**src/rtl/brchk_pkg.sv**
```systemverilog
package brchk_pkg;
  // Widest slot index the strobe struct can carry (up to 16 slots).
  localparam int SLOT_IDX_W = 4;

  // Strobes from the selection control to the datapath.
  typedef struct packed {
    logic                  fire;    // an offender exists this cycle
    logic [SLOT_IDX_W-1:0] offIdx;  // slot of the oldest offender
  } chkStrobe_t;
endpackage

```
**src/rtl/brchk_datapath.sv**
```systemverilog
module brchk_datapath
  import brchk_pkg::*;
#(
  parameter int WIDTH      = 4,
  parameter int TID_W      = 1,
  parameter int SEQ_W      = 16,
  parameter int ADDR_W     = 32,
  parameter int INST_BYTES = 4,
  parameter int CNT_W      = 16
) (
  input  logic                    clk,
  input  logic                    rst,
  input  logic [WIDTH-1:0]        inValid,
  input  logic [WIDTH*TID_W-1:0]  inTid,
  input  logic [WIDTH*SEQ_W-1:0]  inSeq,
  input  logic [WIDTH*ADDR_W-1:0] inPc,
  input  logic [WIDTH*ADDR_W-1:0] inNextPc,
  input  logic [WIDTH*ADDR_W-1:0] inTarget,
  input  logic [WIDTH-1:0]        inPredTaken,
  input  logic [WIDTH-1:0]        inIsCtrl,
  input  logic [WIDTH-1:0]        inIsDirect,
  input  logic [WIDTH-1:0]        inIsUncond,
  input  chkStrobe_t              strobes,
  output logic [WIDTH-1:0]        slotBad,
  output logic [WIDTH-1:0]        outValid,
  output logic [WIDTH-1:0]        outSquashed,
  output logic [WIDTH*ADDR_W-1:0] outPredTarg,
  output logic                    redirValid,
  output logic                    redirMispred,
  output logic                    redirPredWrong,
  output logic [TID_W-1:0]        redirTid,
  output logic [SEQ_W-1:0]        redirSeq,
  output logic [ADDR_W-1:0]       redirNextPc,
  output logic                    redirTaken,
  output logic [CNT_W-1:0]        resolvedCount
);
  localparam logic [ADDR_W-1:0] STEP = ADDR_W'(INST_BYTES);

  logic [WIDTH-1:0]        checked;
  logic [WIDTH-1:0]        kill;
  logic [WIDTH*ADDR_W-1:0] fixedTarg;
  logic [TID_W-1:0]        offTid;
  logic [SEQ_W-1:0]        offSeq;
  logic [ADDR_W-1:0]       offPc, offNextPc, offTarget;
  logic [CNT_W-1:0]        countInc;
  logic [SLOT_IDX_W-1:0]   offIdxQ;

  // Per-slot classification and target correction.
  for (genvar j = 0; j < WIDTH; j++) begin : gSlot
    logic tgtBad, ctrlBad;
    assign checked[j] = inValid[j] & inIsCtrl[j] & inIsDirect[j] & inIsUncond[j];
    assign tgtBad     = checked[j] &
                        (inTarget[j*ADDR_W +: ADDR_W] != inNextPc[j*ADDR_W +: ADDR_W]);
    assign ctrlBad    = inValid[j] & inPredTaken[j] & ~inIsCtrl[j];
    assign slotBad[j] = tgtBad | ctrlBad;
    assign fixedTarg[j*ADDR_W +: ADDR_W] = checked[j] ? inTarget[j*ADDR_W +: ADDR_W]
                                                      : inNextPc[j*ADDR_W +: ADDR_W];
  end

  // Fields of the selected offender.
  always_comb begin
    offTid    = '0;
    offSeq    = '0;
    offPc     = '0;
    offNextPc = '0;
    offTarget = '0;
    for (int j = 0; j < WIDTH; j++) begin
      if (int'(strobes.offIdx) == j) begin
        offTid    = inTid[j*TID_W +: TID_W];
        offSeq    = inSeq[j*SEQ_W +: SEQ_W];
        offPc     = inPc[j*ADDR_W +: ADDR_W];
        offNextPc = inNextPc[j*ADDR_W +: ADDR_W];
        offTarget = inTarget[j*ADDR_W +: ADDR_W];
      end
    end
  end

  // Selective squash of younger same-thread tokens and resolved count.
  always_comb begin
    kill     = '0;
    countInc = '0;
    for (int j = 0; j < WIDTH; j++) begin
      kill[j] = strobes.fire & inValid[j] &
                (inTid[j*TID_W +: TID_W] == offTid) &
                (inSeq[j*SEQ_W +: SEQ_W] > offSeq);
      if (checked[j] && !kill[j]) countInc = countInc + 1'b1;
    end
  end

  always_ff @(posedge clk) begin
    if (rst) begin
      outValid       <= '0;
      outSquashed    <= '0;
      outPredTarg    <= '0;
      redirValid     <= 1'b0;
      redirMispred   <= 1'b0;
      redirPredWrong <= 1'b0;
      redirTid       <= '0;
      redirSeq       <= '0;
      redirNextPc    <= '0;
      redirTaken     <= 1'b0;
      resolvedCount  <= '0;
      offIdxQ        <= '0;
    end else begin
      outValid       <= inValid;
      outSquashed    <= kill;
      outPredTarg    <= fixedTarg;
      redirValid     <= strobes.fire;
      redirMispred   <= strobes.fire;
      redirPredWrong <= strobes.fire;
      redirTid       <= strobes.fire ? offTid : '0;
      redirSeq       <= strobes.fire ? offSeq : '0;
      redirNextPc    <= strobes.fire ? offTarget : '0;
      redirTaken     <= strobes.fire & (offNextPc != offPc + STEP);
      resolvedCount  <= resolvedCount + countInc;
      offIdxQ        <= strobes.offIdx;
    end
  end

  // a squash mark only ever sits on a forwarded valid slot.
  assert_squash_on_valid_R7: assert property (@(posedge clk) disable iff (rst)
    (outSquashed & ~outValid) == '0);

  // the offender leaves valid and unsquashed.
  assert_offender_kept_R8: assert property (@(posedge clk) disable iff (rst)
    redirValid |-> (outValid[offIdxQ] && !outSquashed[offIdxQ]));

  // a redirect needs at least one valid slot in the previous bundle.
  assert_redirect_needs_input_R12: assert property (@(posedge clk) disable iff (rst)
    redirValid |-> $past(|inValid));

  // the count never steps by more than a full bundle.
  assert_count_step_R11: assert property (@(posedge clk) disable iff (rst)
    CNT_W'(resolvedCount - $past(resolvedCount)) <= CNT_W'(WIDTH));
endmodule

```
**config.mk**
```make
export PLATFORM = sky130hd
export DESIGN_NAME = brchk_datapath
export DESIGN_NICKNAME = d
export VERILOG_FILES = /design/src/rtl/brchk_pkg.sv /design/src/rtl/brchk_datapath.sv
export SDC_FILE = /design/constraint.sdc
export NUM_CORES = 1
export LEC_CHECK = 0
export BUFFER_PORTS_ARGS = -buffer_cell sky130_fd_sc_hd__buf_2
export CAP_MARGIN = 30
export CORE_AREA = 2 2 269 271
export DETAILED_ROUTE_END_ITERATION = 6
export DIE_AREA = 0 0 271 273
export SLEW_MARGIN = 20
export SYNTH_ARGS = -nofsm -noshare
export SYNTH_HDL_FRONTEND = slang
export SYNTH_SLANG_ARGS = --single-unit
```
**constraint.sdc**
```tcl
create_clock -name clk -period 8.47 [get_ports clk]
set_clock_uncertainty 0.2 [all_clocks]
set_input_delay 1.694 -clock clk [delete_from_list [all_inputs] [get_ports clk]]
set_output_delay 1.694 -clock clk [all_outputs]
set_load 0.03 [all_outputs]
```
After elaboration in Yosys (flattened, before gate mapping)
Cells that the tools add are included.
{ "op_classes": {"muxes": 28, "bitwise_logic": 46, "n_eq_ne": 12, "add_sub_neg": 5, "order_cmp": 4, "n_reduce_logical": 10} }
{ "op_table": {"columns": ["op", "count"], "rows": [
  ["$mux W32", 16],
  ["$ne A32 B32 Y1", 5],
  ["$mux W16", 7],
  ["$gt A16 B16 Y1", 4],
  ["$add A16 B1 Y16 const B", 3],
  ["$and A1 B1 Y1", 37],
  ["$add A32 B3 Y32 const B", 1],
  ["$add A16 B16 Y16", 1],
  ["$eq A4 B3 Y1 const B", 2],
  ["$mux W1", 5],
  ["$not A1 Y1", 5],
  ["$eq A1 B1 Y1", 4],
  ["$eq A4 B2 Y1 const B", 1],
  ["$logic_and A1 B1 Y1", 4],
  ["$logic_not A1 Y1", 4],
  ["$logic_not A4 Y1", 1],
  ["$or A1 B1 Y1", 4],
  ["$reduce_or A2 Y1", 1]
]} }
{ "totals": {"inputBits": 479, "reg_bits": 203} }

Longest topological paths before layout
{ "logic_depth": {"depth_word": 18, "depth_mapped": 34, "depth_no_buf": 26} }

Worst setup path after synthesis
Ideal clock, no wire load.
{ "synth_path": {"kind": "input-to-reg", "from": "input port strobes[1] (netlist bit)", "to": "register resolvedCount[9]", "arrival_ns": 7.901, "required_time_ns": 8.142, "stages": 32, "slack_ns": 0.242, "setup_ns": 0.128, "n_path_buf": 7, "cell_sequence": "buf_2 buf_2 buf_2 buf_2 buf_2 buf_1 clkbuf_1 mux4_2 nand2_1 ha_1 nor2b_1 o21a_1 o21a_1 o21a_1 o21a_1 o21a_1 o21bai_1 a211oi_1 nand2b_1 ha_1 o31ai_1 ha_1 mux2_2 ha_1 a21o_1 a21oi_1 nor2b_1 o21ai_0 inv_1 and3_1 xnor2_1 nor2_1"} }
{ "synth_between": {"elab_chain_len": 18, "elab_cells_between_ends": 44} }
{ "synth_rtl": {"columns": ["element", "line_no", "text"], "rows": [
  ["start: declaration", "brchk_datapath.sv:23", "input chkStrobe_t strobes,"],
  ["branches (longest 16 deep; another with $gt A16 B16 Y1)", null, null],
  ["$mux W16 (*)", "brchk_datapath.sv:86", "if (checked[j] && !kill[j]) countInc = countInc + 1'b1;"],
  ["$add A16 B16 Y16 (*)", "brchk_datapath.sv:115", "resolvedCount <= resolvedCount + countInc;"],
  ["end signal: assignment", "brchk_datapath.sv:115", null],
  ["end: declaration", "brchk_datapath.sv:35", "output logic [CNT_W-1:0] resolvedCount"]
]} }
Every way passes the cells marked *.
A chain may end at the register's enable or synchronous reset.

Worst setup path after layout
{ "layout_path": {"from": "input port strobes[0] (netlist bit)", "to": "register resolvedCount[9]"} }
Same word-level chain as after synthesis.

==> run_results.csv <==
group,metric,value,unit
yosys,synth_edf_count,0,
route,routedWlPerCell,29.1,um
yosys,syn_area,14000,um^2
sta,fin_crit_sh,83.8,%
yosys,netlist_instances,1558,
global_routing,antenna_found_initial,23,
clock_tree,cts_sinks,203,
global_routing,grt_max_degree,68,
die,die_height,273,um
global_routing,grtUsageTotal,24.0,%
clock_tree,cts.reportedPaths.clkPinSlew,0.06,ns
sta,worst_slew_pin_slew,0.983,ns
flow_run,drv_cap,0,
place,dp_hpwl,76500,um
pwr,ir_drop,0.141,mV
clock_tree,cts_tree,"built",
die,initial_utilization,19.7,%
route,viasPerCell,4.83,
critical_path,crit_type,"in2reg",
route,drtPass1Iterations,5,
pwr,leakage,9.11,nW
sta,finalSetupViolCount,0,
route,drtIter0Drc,1236,
clock_tree,clk_latency,0.58,ns
die,dieWidth,271,um
die,io_pins,688,
route,drc,0,
yosys,ys_seq_area_share,29.0,%
place,port_buffers,687,
cells_and_area,final_common_cell,"buf_2",
sta,setup_tns,0,ns
cells_and_area,finalNetCount,2761,
place,dp_worst_setup_slack,0.839,ns
sta,hold_viol,0,
critical_path,crit_path_max_fanout,24,
critical_path,worstPathRequired,8.70,ns
sta,max_freq,141,MHz
sta,setup_slack,1.38,ns
clock_tree,root_buffer,"clkbuf_16",
critical_path,worstSetupStartpointType,"primary input",
min_path,hp-class,"reg2reg",
yosys,avgSynthCellArea,9.00,um^2
route,vias,15400,
sta,slew_violations,0,
die,core_area,71000,um^2
critical_path,cp_data_arrival_time,7.33,ns
yosys,synthFlopType,"dfxtp_1",
pwr,powerDensity,169,nW/um^2
critical_path,cp-end-kind,"register",
yosys,synth_nets,2110,
clock_tree,htreeDepth,1,
place,globalplace.congestion,0.919,
route,final_antenna_net_count,0,
clock_tree,cts_made_buffers,29,
die,num_rows,98,
yosys,async_reset_ff_share,0,%
outcome,status,"completed",
clock_tree,holdBufCountCts,0,
clock_tree,postCtsSetupBuffers,0,
route,wl,93000,um
cells_and_area,fillers,7697,
sta,rsz0062_at_grt,"false",
yosys,ys_types,64,
global_routing,grt-ovfl-total,0,
cells_and_area,layout_common_cells,"buf_2 (685), nand2_1 (316), dfxtp_1 (203)",
clock_tree,clk_path_buf_depth,3,
die,dieArea,74000,um^2
pwr,fin_total_pwr,3.30,mW
yosys,ys_warn_count,0,
global_routing,grt_pass1_wl,123000,um
sta,period_minus_slack,7.09,ns
clock_tree,cts_resized,0,
cells_and_area,layout-drive-gt1-share,39.2,%
yosys,ys_ff_latch,203,
sta,slew_headroom,33.8,%
cells_and_area,areaGrowthSynthToFinish,39.3,%
global_routing,grt_pass1_vias,15400,
==> metrics by stage <==
step                      hold WS [ns]  utilization, %  std cells  area (um^2)
after floorplan                  0.423               -       1558        14000
final                            0.319            27.5       3190        19500
after CTS                        0.317            27.5       3180        19500
after detailed placement         0.306            26.0       3128        18500
after global routing             0.332            27.5       3184        19500
after global placement           0.304            26.0       3126        18400
==> synthesized netlist by cell type, types with 5 or more instances <==
library cell | n | area, um^2
nand2_1 | 316 | 1190
dfxtp_1 | 203 | 4060
xor2_1 | 182 | 1590
a21oi_1 | 153 | 766
mux4_2 | 98 | 2210
ha_1 | 72 | 901
nor2_1 | 65 | 244
clkbuf_1 | 62 | 233
nor4_1 | 39 | 244
and3_1 | 37 | 231
nand4_1 | 34 | 213
xnor2_1 | 32 | 280
o21ai_0 | 31 | 155
nand3_1 | 27 | 135
nor2b_1 | 20 | 125
mux2i_1 | 17 | 170
buf_2 | 15 | 75.1
a21o_1 | 14 | 105
inv_1 | 14 | 52.6
o21a_1 | 14 | 105
nor3_1 | 9 | 45.0
o211ai_1 | 8 | 60.1
a211oi_1 | 6 | 45.0
and2_1 | 6 | 37.5
nand2b_1 | 6 | 37.5
and4_1 | 5 | 43.8
buf_1 | 5 | 18.8
mux2_2 | 5 | 56.3
==> layout make-up <==
class / instances / area (um^2) / share of cell area [%]
Multi-Input combinational cell: 1250 / 9510 / 48.7
Sequential cell: 203 / 4060 / 20.8
Timing Repair Buffer: 710 / 3650 / 18.7
Tap cell: 950 / 1190 / 6.09
Clock buffer: 38 / 820 / 4.20
Clock inverter: 14 / 213 / 1.09
Inverter: 15 / 56.3 / 0.288
Antenna cell: 10 / 25.0 / 0.128
==> path summary, 6_finish.rpt <==
path,startpoint,to,slack (ns),cells past startpoint
worst max-delay path,strobes[0],resolvedCount[9],1.38,26
worst min-delay path,resolvedCount[4],resolvedCount[4],0.32,2
worst min register to register,resolvedCount[4],resolvedCount[4],0.32,2
worst max register to register,resolvedCount[0],resolvedCount[12],6.22,10
==> where the power goes <==
part / switching, mW / internal, mW / total, mW / leakage [nW]
clock network: 0.525 / 0.829 / 1.35 / 0.508
registers: 0.0131 / 1.00 / 1.01 / 1.67
logic: 0.596 / 0.332 / 0.928 / 6.93
total: 1.13 / 2.16 / 3.30 / 9.11
==> registers in the layout (all words and copies together) (netlist names) <==
| register | count |
|---|---|
| outPredTarg | 128 |
| outSquashed | 4 |
| outValid | 4 |
| redirNextPc | 32 |
| redirPredWrong | 1 |
| redirSeq | 16 |
| redirTaken | 1 |
| redirTid | 1 |
| resolvedCount | 16 |
==> per-layer routing <==
layer | track usage, % | wire length (um)
met5 | 0 | 195
met4 | 7.85 | 2950
met3 | 7.31 | 8540
met2 | 39.3 | 43200
met1 | 30.1 | 38100
==> cell families after synthesis <==
group,after synthesis,share of synthesized area [%]
AOI/OAI and AO/OA,255,10.5
DFF,203,29.0
xor gates and xnor gates,214,13.4
other,1,0.0268
muxes,122,17.7
buffers and inverters,105,3.27
adders and majority gates,73,6.57
and+or+nand+nor,585,19.5
==> critical path: stages <==
cell and delay, ns:
clkbuf_8 0.28, mux4_2 0.55, nand2_1 0.18, ha_1 0.27, nor2b_1 0.13, o21a_1 0.16
o21a_1 0.17, o21a_1 0.17, o21a_1 0.16, o21a_1 0.17, o21bai_1 0.12, a211oi_1 0.12
nand2b_1 0.17, ha_1 0.20, o31ai_1 0.57, ha_1 0.35, mux2_2 0.27, ha_1 0.27
a21o_1 0.18, a21oi_1 0.19, nor2b_1 0.08, o21ai_0 0.25, inv_1 0.17, and3_1 0.22
xnor2_1 0.13, nor2_1 0.05
No activity file was read; power rests on OpenSTA's default activity.
